File: src/rtl/lvl_irq_ctrl.sv
module lvl_irq_ctrl #(
  parameter int          NUM_SRC    = 64,
  parameter int          AW         = 12,
  parameter int          DW         = 32,
  parameter logic [11:0] OFS_ACK    = 12'hB4,
  parameter logic [11:0] OFS_MASK   = 12'hB8,
  parameter logic [11:0] OFS_UNMASK = 12'hBC,
  parameter logic [11:0] OFS_ENA    = 12'hA30,
  parameter logic [11:0] OFS_DIS    = 12'hA34
) (
  input  logic               clk,
  input  logic               rst,
  input  logic [NUM_SRC-1:0] src_in,
  input  logic               wr_en,
  input  logic [AW-1:0]      wr_addr,
  input  logic [DW-1:0]      wr_data,
  input  logic               rd_en,
  input  logic [AW-1:0]      rd_addr,
  output logic [DW-1:0]      rd_data,
  output logic               irq
);
  localparam int         IDW  = 10;
  localparam logic [9:0] SPUR = 10'd1023;

  logic [NUM_SRC-1:0] en_q, unm_q, hit, pend;
  logic [IDW-1:0]     id;

  assign pend = src_in & en_q & unm_q;
  assign irq  = |pend;

  for (genvar i = 0; i < NUM_SRC; i++) begin : g_hit
    assign hit[i] = (wr_data == DW'(i));
  end

  always_ff @(posedge clk) begin
    if (rst) begin
      en_q  <= '0;
      unm_q <= '0;
    end else if (wr_en) begin
      if (wr_addr == AW'(OFS_ENA))    en_q  <= en_q | hit;
      if (wr_addr == AW'(OFS_DIS))    en_q  <= en_q & ~hit;
      if (wr_addr == AW'(OFS_UNMASK)) unm_q <= unm_q | hit;
      if (wr_addr == AW'(OFS_MASK))   unm_q <= unm_q & ~hit;
    end
  end

  always_comb begin
    id = SPUR;
    for (int i = NUM_SRC - 1; i >= 0; i--)
      if (pend[i]) id = IDW'(i);
  end

  always_ff @(posedge clk) begin
    if (rst)        rd_data <= '0;
    else if (rd_en) rd_data <= (rd_addr == AW'(OFS_ACK)) ? DW'(id) : '0;
  end
endmodule


File: config.mk
export PLATFORM = sky130hd
export DESIGN_NAME = lvl_irq_ctrl
export DESIGN_NICKNAME = d
export VERILOG_FILES = /design/src/rtl/lvl_irq_ctrl.sv
export SDC_FILE = /design/constraint.sdc
export NUM_CORES = 1
export LEC_CHECK = 0
export ABC_AREA = 1
export CAP_MARGIN = 20
export CORE_UTILIZATION = 40
export CTS_BUF_LIST = sky130_fd_sc_hd__clkbuf_8 sky130_fd_sc_hd__clkbuf_16
export CTS_CLUSTER_DIAMETER = 40
export DETAILED_ROUTE_END_ITERATION = 16
export DONT_BUFFER_PORTS = 1
export PLACE_DENSITY = 0.64
export SLEW_MARGIN = 30
export SYNTH_ARGS = -nofsm -noshare
export SYNTH_HDL_FRONTEND = slang
export SYNTH_SLANG_ARGS = --single-unit
File: constraint.sdc
create_clock -name clk -period 5.2 [get_ports clk]
set_input_delay 0.52 -clock clk [delete_from_list [all_inputs] [get_ports clk]]
set_output_delay 0.52 -clock clk [all_outputs]
set_load 0.1 [all_outputs]
==> results.py <==
metrics = {
    "run_status": {
        "status": "finished clean",
    },
    "place": {
        "routabilityCongestion": 0.8298,
        "dp.final_hpwl_um": 15450,
        "io_buffers": 0,
        "dp_cells": 1286,
        "pre_cts_ws_ns": 1.261,
    },
    "global_routing": {
        "grt_max_degree": 136,
        "grt_pass1_wl_um": 35310,
        "grt_pass1_vias": 6528,
        "antenna_found_initial": 0,
        "overflow": 0,
        "grt_use_total": 0.2358,
    },
    "synthesis": {
        "seq_area_frac_synth": 0.3580,
        "yosysTopAreaCell": "dfxtp_1",
        "yosys_warnings": 0,
        "synth_area_leaders": "dfxtp_1 36%, a211oi_1 13%, nor2_1 8.4%, nand3_1 8.0%, nand2_1 8.0%",
        "synthFlopType": "dfxtp_1",
        "synth-edff-count": 0,
        "synthCells": 1100,
        "ys_ff_latch": 135,
        "synth.cell_area_sq_um": 7550,
        "synthArstFlopShare": 0,
        "syn_area_per_cell_sq_um": 6.863,
        "synth_cell_types": 30,
        "synth_top_area_share": 0.3580,
    },
    "sta": {
        "fin_crit_sh": 0.7264,
        "finalSetupViolations": 0,
        "tightestPinTransition_ns": 1.097,
        "slew_headroom": 0.2658,
        "rsz0062_at_grt": "no",
        "fin_ws_ns": 1.423,
        "hold_viol_final": 0,
        "tns_ns": 0,
        "fin_worst_skew_ns": 0.007111,
        "slew_violations": 0,
        "max_freq_ghz": 0.2648,
        "period_needed_ns": 3.777,
        "hold_ws_ns": 0.1850,
    },
    "final_layout": {
        "final_common_cell": "nor2_1",
        "final_cell_mix": "167 x nor2_1, 160 x nand2_1, 154 x inv_1",
        "nets": 1200,
        "drive_gt1_frac": 0.08924,
        "finish.utilization": 0.4499,
        "stdcell_count": 1316,
        "antenna_cells": 0,
        "area_growth_pct": 8.502,
    },
    "setup_path": {
        "crit_fanout": 2,
        "critical_path_class": "flip-flop to flip-flop",
        "worstRegToRegCells": 65,
        "cp-start-kind": "flip-flop",
        "worstPathRequired_ns": 5.51,
        "slowest_stage": "dfxtp_1",
        "worstSetupEndpointType": "flip-flop",
        "worstPathArrival_ns": 4.09,
        "slowest_delay_ns": 0.33,
        "crit_path_frequent_cell": "nand2_1",
    },
    "power": {
        "total_leakage_power_uw": 0.002644,
        "cellPowerDensity_nw_per_um2": 274.0,
        "vdd_drop_max_mv": 0.2293,
    },
    "cts": {
        "cts_tree": "done",
        "post_cts_buffers": 0,
        "cts_resized": 0,
        "clockRootBuffer": "clkbuf_16",
        "clock_sinks": 135,
        "cts_buffer_depth": 2,
        "clkTransAtPathRegs_ns": 0.06,
        "cts_hold_buf": 0,
        "clk_latency_ns": 0.42,
        "h-tree-depth": 4,
        "cts_buffers": 17,
    },
    "die": {
        "start_util": 0.4146,
        "die_h_um": 139.4,
        "row_count": 49,
        "die_area_sq_um": 19430,
        "die_x_um": 139.4,
        "coreArea_sq_um": 18210,
        "ios": 157,
    },
    "detailed_routing": {
        "vias": 7031,
        "drt-wirelength-per-cell_um": 16.97,
        "drc": 0,
        "first_pass_iters": 5,
        "ant_nets": 0,
        "viasPerCell": 5.343,
        "finalWirelength_um": 22330,
        "drt-initial-drc-count": 542,
    },
    "min_path": {
        "hold_class": "input pin to flip-flop",
        "whs_path_depth": 1,
    },
    "job": {
        "cap_violations": 0,
    },
}
[path summary, 6_finish.rpt]
check	from	end	slack [ns]
worst min register to register	flip-flop	flip-flop	0.46
worst min-delay path	rst	flip-flop	0.18
worst max-delay path	flip-flop	rd_data[0]	1.42
worst max register to register	flip-flop	rd_data[0]	1.42
[worst max-delay path: cells and delay by family, from the launching register on]
family | cells | cell delay, ns
AOI/OAI and AO/OA | 1 | 0.05
DFF | 1 | 0.33
and+or+nand+nor | 64 | 3.31
[layout make-up]
class,count,area (sq um)
fill,1848,10020
multi-input combinational,736,3915
sequential,135,2706
inverter,176,661.9
clock buffer,20,466.7
tap,229,286.5
timing repair buffer,10,87.58
clock inverter,10,67.56
[routing by layer]
metal	vias to the layer above	track usage	wire length, um
li1	3592	-	-
met1	3189	0.3178	10200
met2	226	0.3697	10100
met3	24	0.06263	1745
met4	0	0.06433	284
met5	-	0	0
[cell usage after synthesis (2+ instances only)]
library cell / instances
a211oi_1: 126
a21boi_1: 2
a21oi_1: 9
a311oi_1: 2
a31oi_1: 4
buf_1: 9
buf_4: 25
clkbuf_1: 40
clkinv_1: 16
dfxtp_1: 135
inv_1: 148
inv_2: 12
nand2_1: 160
nand3_1: 121
nand3_2: 37
nand3_4: 6
nand4_1: 6
nor2_1: 169
nor3_1: 45
nor4_1: 12
o21ai_1: 2
o21bai_1: 2
or4_1: 5
[logic make-up after synthesis]
group,count (synthesis),synth area share
DFF,135,0.3580
other,1,0.0004967
buffers and inverters,250,0.1367
AOI/OAI and AO/OA,151,0.1463
and+or+nand+nor,563,0.3585
[stage by stage]
stage / cell area [sq um] / total power (uW)
final: 8192 / 2244
after global routing: 8192 / 2307
after CTS: 8190 / 2257
after detailed placement: 7656 / 1156
after global placement: 7631 / 1156
after floorplan: 7629 / 1172
[report_power, final]
part	switching (uW)	internal (uW)	total, uW
Sequential	0.0626	1030	1030
Combinational	94.0	6.35	100
Clock	434	676	1110
(Power assumes the default switching activity.)
